===== src/rtl/dbg_arb_pkg.sv =====
package dbg_arb_pkg;

    localparam int DW = 32;

    typedef enum logic [1:0] {
        RA_STAT  = 2'd0,
        RA_CTRL  = 2'd1,
        RA_ALLOC = 2'd2,
        RA_NONE  = 2'd3
    } reg_addr_e;

    typedef struct packed {
        logic      we;
        reg_addr_e addr;
        logic [DW-1:0] wdata;
    } reg_req_t;

    function automatic reg_req_t mk_req(input logic we, input logic [1:0] addr,
                                        input logic [DW-1:0] wdata);
        reg_req_t r;
        r.we    = we;
        r.addr  = reg_addr_e'(addr);
        r.wdata = wdata;
        return r;
    endfunction

    function automatic logic hits(input reg_req_t r, input reg_addr_e a);
        return r.we && (r.addr == a);
    endfunction

endpackage


===== src/rtl/dbg_owner_reg.sv =====
module dbg_owner_reg
    import dbg_arb_pkg::*;
(
    input  logic          clk,
    input  logic          por,
    input  logic          tap_tlr,
    input  logic          we,
    input  logic [DW-1:0] wdata,
    output logic [DW-1:0] q
);

    always_ff @(posedge clk) begin
        if (por || tap_tlr)
            q <= '0;
        else if (we)
            q <= wdata;
    end


    alloc_clear_chk: assert property (@(posedge clk)
        (por || tap_tlr) |=> (q == '0));


    alloc_hold_chk: assert property (@(posedge clk) disable iff (por || tap_tlr)
        !we |=> $stable(q));

endmodule


===== src/rtl/dbg_stat_bit.sv =====
module dbg_stat_bit (
    input  logic clk,
    input  logic clr,
    input  logic evt,
    input  logic own,
    input  logic int_mode,
    input  logic ext_mode,
    input  logic hw_stat_we,
    input  logic hw_stat_d,
    input  logic sw_stat_we,
    input  logic sw_stat_d,
    input  logic hw_ctrl_we,
    input  logic hw_ctrl_d,
    input  logic sw_ctrl_we,
    input  logic sw_ctrl_d,
    output logic stat_q,
    output logic ctrl_q
);

    logic set_ok, sw_clr, stat_d, ctrl_d;

    always_comb begin
        set_ok = evt && (own ? int_mode : ext_mode);
        sw_clr = sw_stat_we && own && sw_stat_d;
        if (set_ok)
            stat_d = 1'b1;
        else if (hw_stat_we)
            stat_d = hw_stat_d;
        else if (sw_clr)
            stat_d = 1'b0;
        else
            stat_d = stat_q;

        if (hw_ctrl_we)
            ctrl_d = hw_ctrl_d;
        else if (sw_ctrl_we && own)
            ctrl_d = sw_ctrl_d;
        else
            ctrl_d = ctrl_q;
    end

    always_ff @(posedge clk) begin
        if (clr) begin
            stat_q <= 1'b0;
            ctrl_q <= 1'b0;
        end else begin
            stat_q <= stat_d;
            ctrl_q <= ctrl_d;
        end
    end


    sw_evt_set_chk: assert property (@(posedge clk) disable iff (clr)
        (evt && own && int_mode) |=> stat_q);


    hw_evt_gate_chk: assert property (@(posedge clk) disable iff (clr)
        (evt && !own && !ext_mode && !hw_stat_we && !stat_q) |=> !stat_q);


    hw_owned_hold_chk: assert property (@(posedge clk) disable iff (clr)
        (!own && !evt && !hw_stat_we && !hw_ctrl_we) |=> ($stable(stat_q) && $stable(ctrl_q)));

endmodule


===== src/rtl/dbg_irq_gen.sv =====
module dbg_irq_gen #(
    parameter int                 NUM_RES    = 16,
    parameter logic [NUM_RES-1:0] NOINT_MASK = 16'h0003
) (
    input  logic [NUM_RES-1:0] stat,
    input  logic [NUM_RES-1:0] own,
    input  logic               de_en,
    input  logic               int_mode,
    input  logic               ext_mode,
    output logic               irq
);

    logic allowed, pending;

    always_comb begin
        allowed = de_en && int_mode && (!ext_mode || (|own));
        pending = |(stat & own & ~NOINT_MASK);
        irq     = allowed && pending;
    end

endmodule


===== src/rtl/dbg_share_arb.sv =====
module dbg_share_arb
    import dbg_arb_pkg::*;
#(
    parameter int                 NUM_RES    = 16,
    parameter logic [NUM_RES-1:0] NOINT_MASK = 16'h0003
) (
    input  logic               clk,
    input  logic               rst,
    input  logic               por,
    input  logic               tap_tlr,
    input  logic               de_en,
    input  logic               int_mode,
    input  logic               ext_mode,
    input  logic [NUM_RES-1:0] evt,
    input  logic               sw_wr,
    input  logic [1:0]         sw_addr,
    input  logic [DW-1:0]      sw_wdata,
    output logic [DW-1:0]      sw_rdata,
    input  logic               dbg_wr,
    input  logic [1:0]         dbg_addr,
    input  logic [DW-1:0]      dbg_wdata,
    output logic [DW-1:0]      dbg_rdata,
    output logic               irq
);

    // NUM_RES must stay below DW so the hide flag has its own bit.
    localparam int PAD      = DW - NUM_RES;
    localparam int HIDE_BIT = DW - 1;

    reg_req_t sw_req, hw_req;
    logic [DW-1:0]      alloc_q;
    logic [NUM_RES-1:0] own, stat_q, ctrl_q, view_mask;
    logic               hide, bank_clr;
    logic               unused_sw;

    assign sw_req    = mk_req(sw_wr, sw_addr, sw_wdata);
    assign hw_req    = mk_req(dbg_wr, dbg_addr, dbg_wdata);
    assign own       = alloc_q[NUM_RES-1:0];
    assign hide      = alloc_q[HIDE_BIT];
    assign bank_clr  = rst || por;
    assign unused_sw = ^sw_wdata[DW-1:NUM_RES];

    dbg_owner_reg u_owner (
        .clk     (clk),
        .por     (por),
        .tap_tlr (tap_tlr),
        .we      (hits(hw_req, RA_ALLOC)),
        .wdata   (hw_req.wdata),
        .q       (alloc_q)
    );

    for (genvar i = 0; i < NUM_RES; i++) begin : g_res
        dbg_stat_bit u_bit (
            .clk        (clk),
            .clr        (bank_clr),
            .evt        (evt[i]),
            .own        (own[i]),
            .int_mode   (int_mode),
            .ext_mode   (ext_mode),
            .hw_stat_we (hits(hw_req, RA_STAT)),
            .hw_stat_d  (hw_req.wdata[i]),
            .sw_stat_we (hits(sw_req, RA_STAT)),
            .sw_stat_d  (sw_req.wdata[i]),
            .hw_ctrl_we (hits(hw_req, RA_CTRL)),
            .hw_ctrl_d  (hw_req.wdata[i]),
            .sw_ctrl_we (hits(sw_req, RA_CTRL)),
            .sw_ctrl_d  (sw_req.wdata[i]),
            .stat_q     (stat_q[i]),
            .ctrl_q     (ctrl_q[i])
        );
    end

    dbg_irq_gen #(
        .NUM_RES    (NUM_RES),
        .NOINT_MASK (NOINT_MASK)
    ) u_irq (
        .stat     (stat_q),
        .own      (own),
        .de_en    (de_en),
        .int_mode (int_mode),
        .ext_mode (ext_mode),
        .irq      (irq)
    );

    assign view_mask = hide ? own : '1;

    always_comb begin
        unique case (sw_req.addr)
            RA_STAT:  sw_rdata = {{PAD{1'b0}}, stat_q & view_mask};
            RA_CTRL:  sw_rdata = {{PAD{1'b0}}, ctrl_q};
            RA_ALLOC: sw_rdata = alloc_q;
            default:  sw_rdata = '0;
        endcase
        unique case (hw_req.addr)
            RA_STAT:  dbg_rdata = {{PAD{1'b0}}, stat_q};
            RA_CTRL:  dbg_rdata = {{PAD{1'b0}}, ctrl_q};
            RA_ALLOC: dbg_rdata = alloc_q;
            default:  dbg_rdata = '0;
        endcase
    end


    irq_gate_chk: assert property (@(posedge clk) disable iff (bank_clr)
        irq |-> (de_en && int_mode && (|(stat_q & own))));


    irq_noint_chk: assert property (@(posedge clk) disable iff (bank_clr)
        ((stat_q & ~NOINT_MASK) == '0) |-> !irq);


    hide_mask_chk: assert property (@(posedge clk) disable iff (bank_clr)
        (hide && sw_addr == RA_STAT) |-> ((sw_rdata[NUM_RES-1:0] & ~own) == '0));


    dbg_load_chk: assert property (@(posedge clk) disable iff (bank_clr)
        (dbg_wr && dbg_addr == RA_CTRL) |=> (ctrl_q == $past(dbg_wdata[NUM_RES-1:0])));

endmodule


===== config.mk =====
export PLATFORM = sky130hd
export DESIGN_NAME = dbg_share_arb
export DESIGN_NICKNAME = d
export VERILOG_FILES = /design/src/rtl/dbg_arb_pkg.sv /design/src/rtl/dbg_owner_reg.sv /design/src/rtl/dbg_stat_bit.sv /design/src/rtl/dbg_irq_gen.sv /design/src/rtl/dbg_share_arb.sv
export SDC_FILE = /design/constraint.sdc
export NUM_CORES = 1
export LEC_CHECK = 0
export BUFFER_PORTS_ARGS = -buffer_cell sky130_fd_sc_hd__buf_2
export CORE_MARGIN = 2
export CORE_UTILIZATION = 42
export CTS_CLUSTER_DIAMETER = 100
export DETAILED_ROUTE_END_ITERATION = 8
export PLACE_DENSITY = 0.7
export SETUP_SLACK_MARGIN = 0.15
export SYNTH_ARGS = -nofsm -noshare
export SYNTH_HDL_FRONTEND = slang
export SYNTH_SLANG_ARGS = --single-unit
export TNS_END_PERCENT = 30

===== constraint.sdc =====
create_clock -name clk -period 3 [get_ports clk]
set_clock_uncertainty 0.05 [all_clocks]
set_input_delay 0.15 -clock clk [delete_from_list [all_inputs] [get_ports clk]]
set_output_delay 0.15 -clock clk [all_outputs]
set_load 0.01 [all_outputs]

==> results of run 1 <==
critical path: cells and delay by family (launching register included):
family,cells,cell delay (ns)
flip-flops,1,0.83
AO/OA/AOI/OAI,2,0.31
AND/OR/NAND/NOR,1,0.29
buffers and inverters,1,0.15
cells in the final DEF (no fill, tap or decap), drive strengths merged:
| master | instances |
|---|---|
| clkinv | 4 |
| and2b | 1 |
| mux2i | 32 |
| and2 | 32 |
| clkinvlp | 1 |
| clkbuf | 10 |
| nand2 | 113 |
| o211ai | 16 |
| and3 | 1 |
| mux2 | 16 |
| inv | 1 |
| a221oi | 2 |
| o21bai | 11 |
| and3b | 1 |
| a31oi | 1 |
| a211oi | 16 |
| nor2 | 17 |
| a22oi | 30 |
| nand3b | 2 |
| buf | 152 |
| dfxtp | 64 |
| nor2b | 3 |
| or3b | 2 |
| a21oi | 53 |
| nor3b | 1 |
| nand4b | 16 |
| o21a | 5 |
| o21ai | 32 |
| or2 | 2 |
| dlygate4sd3 | 13 |
| a22o | 2 |
kinds of logic (layout without fill, tap and decap cells):
kind of cell,count (synthesis),after routing,share of synthesized area
AOI/OAI and AO/OA,168,168,0.269
buffers and inverters,56,181,0.0669
DFF,64,64,0.313
muxes,48,48,0.122
and+or+nand+nor,191,191,0.229
flip-flops by register name, summed over array words and instances, names as in the netlist:
name,count
u_owner.q,32
g_res.u_bit.stat_q,16
g_res.u_bit.ctrl_q,16
per-stage QoR:
step | instances | area (µm²) | setup slack (ns)
detailed placement | 756 | 4780 | 1.07
global placement | 756 | 4780 | 1.10
floorplan | 527 | 4100 | 1.70
global route | 785 | 5090 | 0.744
finish | 785 | 5090 | 0.876
CTS | 785 | 5090 | 0.879
worst min-delay path by stage:
stage	slack (ns)	end	cells after the start
2_1_floorplan	0.24	u_owner.q[16]	2
3_3_place_gp	0.35	u_owner.q[24]	3
3_5_place_dp	0.35	u_owner.q[24]	3
4_1_cts	0.002	u_owner.q[19]	3
5_1_grt	0.009	u_owner.q[20]	3
6_report	0.01	u_owner.q[19]	3
cell type report:
cell class              count  area share
clock inverters             6     0.00861
flip-flops and latches     64       0.252
repair buffers            165       0.181
clock buffers              10      0.0271
well taps                 133      0.0327
multi-input cells         407       0.499
what timing repair did:
item / 4_1_cts / 5_1_grt
hold endpoints to repair: 13 / 0
setup endpoints to repair: 0 / 0
setup buffers: 0 / 0
hold buffers: 13 / 0
metal layers:
layer	part of all wire	wire [µm]	up-vias	GRT usage
met5	0	0	-	0
met1	0.43	5860	2023	0.326
met2	0.48	6530	218	0.462
met3	0.078	1080	24	0.0325
met4	0.019	263	0	0.0941
li1	-	-	2110	-
power by group:
group / switching [µW] / internal (µW)
clock: 365 / 325
sequential: 23.7 / 869
combinational: 179 / 124
total: 568 / 1320
==> flow_summary.json, run 1 <==
{
  "worst_pin_slew_ns": 0.837,
  "routed_wl_um": 13700,
  "drc": 0,
  "fin_crit_sh": 0.708,
  "cts-root-buf": "clkbuf_8",
  "clk_pin_slew_ns": 0.08,
  "yosysWarnings": 0,
  "first_pass_iters": 5,
  "dieArea_um2": 10600,
  "r2r_end": "g_res[4].u_bit.stat_q",
  "drive_gt1_frac": 0.304,
  "cts_buffer_depth": 2,
  "fp-row-count": 36,
  "period_minus_slack_ns": 2.12,
  "synth_async_sr_flop_share": 0,
  "grt_pass1_vias": 4323,
  "path_cells": "nor2_1, a21oi_1, o21ai_0, buf_2",
  "setup_violations": 0,
  "hp-class": "primary input to flop",
  "rsz0062_at_grt": "no",
  "ant_nets": 0,
  "viasPerCell": 5.57,
  "final_max_slew_viol_count": 0,
  "cts_buffers": 9,
  "io_buffer_count": 141,
  "start_util": 0.425,
  "hp-start": "dbg_wdata[19]",
  "required_ns": 2.80,
  "syn_avg_cell_area_um2": 7.77,
  "synth_ff_type": "dfxtp_1",
  "slew_headroom": 0.441,
  "cpPeakStageDelay_ns": 0.83,
  "area_growth_pct": 24.2,
  "synth_top_area_cell": "dfxtp_1",
  "fillers": 955,
  "grt_remaining_overflow": 0,
  "status": "complete, no violations",
  "clock_latency_ns": 0.34,
  "syn_inst": 527,
  "fp.dieW_um": 103,
  "final_util": 0.528,
  "critPathMaxFanout": 15,
  "wl_per_cell_um": 17.5,
  "gp_congestion": 0.834,
  "peakVddDrop_v": 0.000213,
  "die_y_um": 103,
  "multi_input_area_um2": 2540,
  "maxCapViolations": 0,
  "cts_num_sinks": 64,
  "holdWs_ns": 0.0115,
  "power.density_nw_per_um2": 371,
  "core_area_um2": 9640,
  "post_cts_resized": 0,
  "cp-end-kind": "output port",
  "r2r-start": "u_owner.q[4]",
  "worstRegToRegCells": 3,
  "antenna_found_initial": 0,
  "ys_seq_area_frac": 0.313,
  "max_clock_freq_mhz": 471,
  "ios": 158,
  "yosys-top-cells-area": "dfxtp_1, nand2_1, mux2i_1",
  "power_uw": 1890,
  "n_antenna_cell": 0,
  "arrival_ns": 1.92,
  "vias": 4375,
  "cp_slowest_cell": "dfxtp_1",
  "synth_seq_cells": 64,
  "worstSetupStartpointType": "flop",
  "drt_iter0_drc": 338,
  "nets": 740,
  "grt_usage": 0.261,
  "grt_pass1_wl_um": 21300,
  "grt_max_degree": 35,
  "synth.most_common_cell": "nand2_1",
  "synth_edf_count": 0,
  "cp-startpoint": "u_owner.q[31]",
  "dp_hpwl_um": 9060,
  "cts_tree": "built",
  "seqCellArea_um2": 1280,
  "syn_area_um2": 4100,
  "reg2reg_slack_ns": 1.70,
  "cts.htree.levels": 3,
  "endpoint": "sw_rdata[5]",
  "synth_cell_types": 33,
  "synth_nets": 620,
  "final_hold_viol_count": 0,
  "ys_top_cells_by_count": "nand2_1, dfxtp_1, a21oi_1, clkbuf_1",
  "leakage_uw": 0.00214,
  "yosys.area.top_type_share": 0.313,
  "tns_ns": 0,
  "critPathKind": "flop to output port"
}
Note: power is estimated with default switching activity, not from simulation.
==> run 2: changes to the inputs <==
- clock period: 3 -> 2 ns (I/O delays scaled with it)
==> run 2 against run 1 <==
Wire length increased by 3.1%. Via count increased by 3.9%. Register-to-register slack got worse by 1.0 ns. Core utilization increased by 2.4 points. Combinational power increased by 65%. First-iteration DRC count decreased by 0.89%. Sequential power increased by 50%. Power increased by 49%. Design area increased by 4.5%. Critical path depth increased by 1. Non-clock buffer count increased by 26. Clock power increased by 40%. Highest routed layer unchanged.
==> flow_summary.json, run 2 (synthesized netlist as in run 1, its figures left out) <==
{
  "status": "complete, no violations",
  "reg.largest.list": "u_owner.q x32, g_res.u_bit.ctrl_q x16, g_res.u_bit.stat_q x16",
  "cp_slowest_cell": "dfxtp_1",
  "grt_usage": 0.264,
  "post_cts_resized": 0,
  "fin_crit_sh": 0.885,
  "nets": 766,
  "fp.dieW_um": 103,
  "die_y_um": 103,
  "cpPeakStageDelay_ns": 0.37,
  "clk_pin_slew_ns": 0.07,
  "final_max_slew_viol_count": 0,
  "hp-class": "primary input to flop",
  "dr.max_layer_used": "met4",
  "hold_end": "u_owner.q[15]",
  "routed_wl_um": 14200,
  "rsz0062_at_grt": "no",
  "fp-row-count": 36,
  "cts_buffers": 9,
  "p_switching_uw": 808,
  "worstSetupStartpointType": "flop",
  "r2r_end": "g_res[3].u_bit.stat_q",
  "io_buffer_count": 141,
  "power_frac_seq": 0.477,
  "worst_pin_slew_ns": 0.795,
  "wl_per_cell_um": 17.5,
  "cts.htree.levels": 3,
  "antenna_found_initial": 1,
  "cts_buffer_depth": 2,
  "wl_met1_um": 5890,
  "grt_remaining_overflow": 0,
  "r2r-start": "u_owner.q[3]",
  "period_minus_slack_ns": 1.77,
  "vias": 4547,
  "power.density_nw_per_um2": 527,
  "wl_met3_um": 1320,
  "required_ns": 1.85,
  "power_uw": 2800,
  "cts_setup_buffers": 0,
  "maxCapViolations": 0,
  "slew_headroom": 0.470,
  "clkPwrFrac": 0.344,
  "fillers": 958,
  "tns_ns": 0,
  "leakage_uw": 0.00225,
  "clock_latency_ns": 0.33,
  "worstRegToRegCells": 3,
  "drc": 0,
  "critPathKind": "flop to output port",
  "final_hold_viol_count": 0,
  "largest_register": "u_owner.q",
  "grt_max_degree": 33,
  "viasPerCell": 5.61,
  "peakVddDrop_v": 0.000255,
  "core_area_um2": 9640,
  "ios": 158,
  "p_comb_frac": 0.178,
  "gp_congestion": 0.848,
  "drt_iter0_drc": 335,
  "final_common_cell": "buf_2",
  "largest_reg_flops": 32,
  "reg2reg_slack_ns": 0.70,
  "area_growth_pct": 29.8,
  "worstHoldPathCells": 3,
  "final_cell_mix": "buf_2, nand2_1, dfxtp_1, a21oi_1",
  "arrival_ns": 1.62,
  "ant_nets": 0,
  "grt_pass1_vias": 4405,
  "cts_num_sinks": 64,
  "path_cells": "buf_4, o21bai_1, a22oi_1, o21ai_0, buf_2",
  "start_util": 0.425,
  "dp_hpwl_um": 9370,
  "cp-end-kind": "output port",
  "routed-wl-met2_um": 6700,
  "grt_pass1_wl_um": 21700,
  "max_clock_freq_mhz": 565,
  "hp-start": "dbg_wdata[15]",
  "first_pass_iters": 5,
  "drive_gt1_frac": 0.297,
  "dieArea_um2": 10600,
  "critPathMaxFanout": 10,
  "cts_tree": "built",
  "setup_violations": 0,
  "cts-root-buf": "clkbuf_8",
  "swShare": 0.288,
  "p_int_uw": 1990
}
-- run 2: changes by cell type in the layout (fill, tap and decap cells not counted), moves of 2 or more --
cell           before  now
buf_4              11   18
dlygate4sd3_1      13   31
clkinv_4            2    0
clkbuf_1            0    3
-- run 2: worst max-delay path, delay by kind of cell (launching register included) --
kind / cells / cell delay [ns]
AO/OA/AOI/OAI: 3 / 0.51
flip-flops: 1 / 0.37
buffers and inverters: 2 / 0.40
-- run 2: what timing repair did --
item | CTS | global route
hold buffers | 31 | 0
endpoints found under the hold margin | 31 | 0
endpoints found under the setup margin | 0 | 0
-- run 2: per-layer routing --
layer | up-vias | track usage
met3 | 23 | 0.0339
met2 | 251 | 0.475
met5 | - | 0
li1 | 2150 | -
met1 | 2123 | 0.330
met4 | 0 | 0.0779
-- run 2: worst max-delay path by stage --
stage | from | to
2_1_floorplan | sw_addr[0] | g_res[10].u_bit.stat_q
3_3_place_gp | sw_addr[1] | sw_rdata[14]
3_5_place_dp | sw_addr[1] | sw_rdata[12]
4_1_cts | u_owner.q[31] | sw_rdata[8]
5_1_grt | u_owner.q[31] | sw_rdata[15]
6_report | u_owner.q[31] | sw_rdata[2]
-- run 2: layout make-up --
cell class,instances,area [µm²],area share
antenna,1,2.50,0.000471
clock buffer,13,149,0.0280
clock inverter,1,5.00,0.000942
multi-input combinational,407,2540,0.478
sequential,64,1280,0.241
tap,133,166,0.0313
timing repair buffer,191,1170,0.220
-- run 2: per-stage QoR --
stage / hold slack [ns] / util / worst slack, ns / cell area [µm²] / std cells
2_1_floorplan: 0.186 / - / 0.748 / 4100 / 527
3_3_place_gp: 0.298 / 0.503 / 0.433 / 4850 / 764
3_5_place_dp: 0.300 / 0.503 / 0.443 / 4850 / 764
4_1_cts: 0.00184 / 0.551 / 0.242 / 5310 / 809
5_1_grt: 0.00581 / 0.551 / 0.162 / 5320 / 810
6_report: 0.00741 / 0.551 / 0.230 / 5320 / 810
-- run 2: power groups by stage --
| stage | combinational, µW | clock, µW | sequential [µW] |
|---|---|---|---|
| CTS | 494 | 975 | 1340 |
| finish | 500 | 964 | 1340 |
| detailed placement | 445 | 0 | 1370 |
| floorplan | 257 | 0 | 1350 |
| global placement | 436 | 0 | 1360 |
| global route | 536 | 1030 | 1340 |
==> run 3: changes to the inputs <==
- CELL_PAD_IN_SITES_DETAIL_PLACEMENT: not set -> 1
- CELL_PAD_IN_SITES_GLOBAL_PLACEMENT: not set -> 1
- CORE_UTILIZATION: 42 -> 35
- PLACE_DENSITY: 0.7 -> not set
- PLACE_DENSITY_LB_ADDON: not set -> 0.1
==> run 3 against run 2 <==
Clock power grew 51%. Hold slack gained 0.00068 ns. Critical endpoint is now irq. Count of clock-buffer cells in the layout is the same. Critical path type unchanged. Wire length grew 14%. Die area grew 19%. First-iteration DRC count shrank 50%. Global-route usage shrank 0.80 points.
==> flow_summary.json, run 3 (synthesized netlist as in run 1, its figures left out) <==
{
  "status": "complete, no violations",
  "clk_pin_slew_ns": 0.05,
  "cts.htree.levels": 3,
  "worstSetupStartpointType": "flop",
  "final_hold_viol_count": 0,
  "reg.largest.list": "u_owner.q x32, g_res.u_bit.ctrl_q x16, g_res.u_bit.stat_q x16",
  "cp-end-kind": "output port",
  "wl_per_cell_um": 19.6,
  "die_y_um": 112,
  "placedCellCount": 776,
  "fp.dieW_um": 112,
  "place_area_um2": 4890,
  "n_antenna_cell": 0,
  "clock_latency_ns": 0.33,
  "slew_headroom": 0.388,
  "power_frac_seq": 0.405,
  "hold_end": "u_owner.q[14]",
  "ant_nets": 0,
  "fillers": 1430,
  "rsz0062_at_grt": "yes",
  "worstHoldPathCells": 3,
  "hp-class": "primary input to flop",
  "cp_slowest_cell": "dfxtp_1",
  "final_common_cell": "buf_2",
  "p_int_uw": 2400,
  "ios": 158,
  "worstRegToRegCells": 3,
  "cts_buffers": 9,
  "start_util": 0.359,
  "grt_max_degree": 33,
  "gp_congestion": 0.834,
  "leakage_uw": 0.00230,
  "holdWs_ns": 0.00809,
  "antenna_found_initial": 0,
  "fin_cells": 820,
  "p_switching_uw": 916,
  "core_area_um2": 11400,
  "power.density_nw_per_um2": 609,
  "fin_area_um2": 5440,
  "cts_buffer_depth": 2,
  "p_comb_frac": 0.153,
  "cts-root-buf": "clkbuf_16",
  "final_cell_mix": "buf_2, nand2_1, dfxtp_1, a21oi_1",
  "drc": 0,
  "cts_num_sinks": 64,
  "largest_register": "u_owner.q",
  "grt_pass1_vias": 4807,
  "maxCapViolations": 0,
  "grt_pass1_wl_um": 25500,
  "drive_gt1_frac": 0.304,
  "dieArea_um2": 12600,
  "viasPerCell": 5.49,
  "cts_tree": "built",
  "critPathMaxFanout": 8,
  "arrival_ns": 1.62,
  "peakVddDrop_v": 0.000346,
  "hp-start": "dbg_wdata[14]",
  "grt_remaining_overflow": 0,
  "period_minus_slack_ns": 1.77,
  "path_cells": "a22o_1, a221oi_1, a31oi_1, buf_2",
  "swShare": 0.277,
  "max_clock_freq_mhz": 566,
  "fp-row-count": 39,
  "dp_hpwl_um": 11000,
  "r2r-start": "u_owner.q[8]",
  "routed_wl_um": 16100,
  "clkPwrFrac": 0.441,
  "largest_reg_flops": 32,
  "critPathKind": "flop to output port",
  "vias": 4502,
  "area_growth_pct": 32.8,
  "required_ns": 1.85,
  "worst_pin_slew_ns": 0.917,
  "first_pass_iters": 5,
  "final_max_slew_viol_count": 0,
  "io_buffer_count": 141,
  "tns_ns": 0,
  "r2r_end": "g_res[8].u_bit.stat_q",
  "fin_crit_sh": 0.883,
  "nets": 765,
  "grt_usage": 0.256,
  "reg2reg_slack_ns": 0.69,
  "drt_iter0_drc": 168,
  "cpPeakStageDelay_ns": 0.39,
  "setup_violations": 0
}
## run 3: how the worst max path moves through the flow
| stage | cells after the start | end | startpoint |
|---|---|---|---|
| after global routing | 4 | irq | u_owner.q[12] |
| after detailed placement | 6 | g_res[15].u_bit.stat_q | dbg_addr[1] |
| after CTS | 4 | irq | u_owner.q[12] |
| after floorplan | 6 | g_res[10].u_bit.stat_q | sw_addr[0] |
| after global placement | 6 | g_res[11].u_bit.stat_q | dbg_addr[1] |
| final | 4 | irq | u_owner.q[12] |
## run 3: worst max-delay path, delay by kind of cell (launching register included)
family	cells	cell delay [ns]
DFF	1	0.39
buffers and inverters	1	0.17
AOI/OAI and AO/OA	3	0.72
## run 3: power by group through the flow
stage               Sequential [µW]  Clock (µW)  Combinational, µW
finish                         1340        1460                508
global route                   1350        1550                551
CTS                            1340        1480                508
detailed placement             1370           0                462
global placement               1370           0                454
floorplan                      1350           0                257
## run 3: final cells by class
| type | count | area (µm²) | share of cell area |
|---|---|---|---|
| well taps | 143 | 179 | 0.0329 |
| clock buffers | 13 | 250 | 0.0460 |
| multi-input cells | 407 | 2540 | 0.467 |
| repair buffers | 190 | 1170 | 0.215 |
| flip-flops and latches | 64 | 1280 | 0.236 |
| clock inverters | 3 | 17.5 | 0.00322 |
## run 3: timing repair
item                                   in CTS  in global routing
buffers inserted                            0                  0
setup endpoints to repair                   1                  8
hold buffers                               28                  0
gates cloned                                0                  0
endpoints found under the hold margin      28                  0
gates resized for setup                     1                  1
## run 3: metal layers
metal,track usage,vias to the layer above,share of wire
li1,-,2162,-
met1,0.304,2162,0.43
met2,0.471,154,0.50
met3,0.0383,24,0.049
met4,0.0846,0,0.018
met5,0,-,0
## run 3: through the flow
step / setup WS, ns / utilization / power, µW
CTS: 0.169 / 0.476 / 3330
detailed placement: 0.385 / 0.428 / 1830
global route: 0.143 / 0.476 / 3450
finish: 0.233 / 0.476 / 3310
global placement: 0.409 / 0.428 / 1820
floorplan: 0.748 / - / 1610
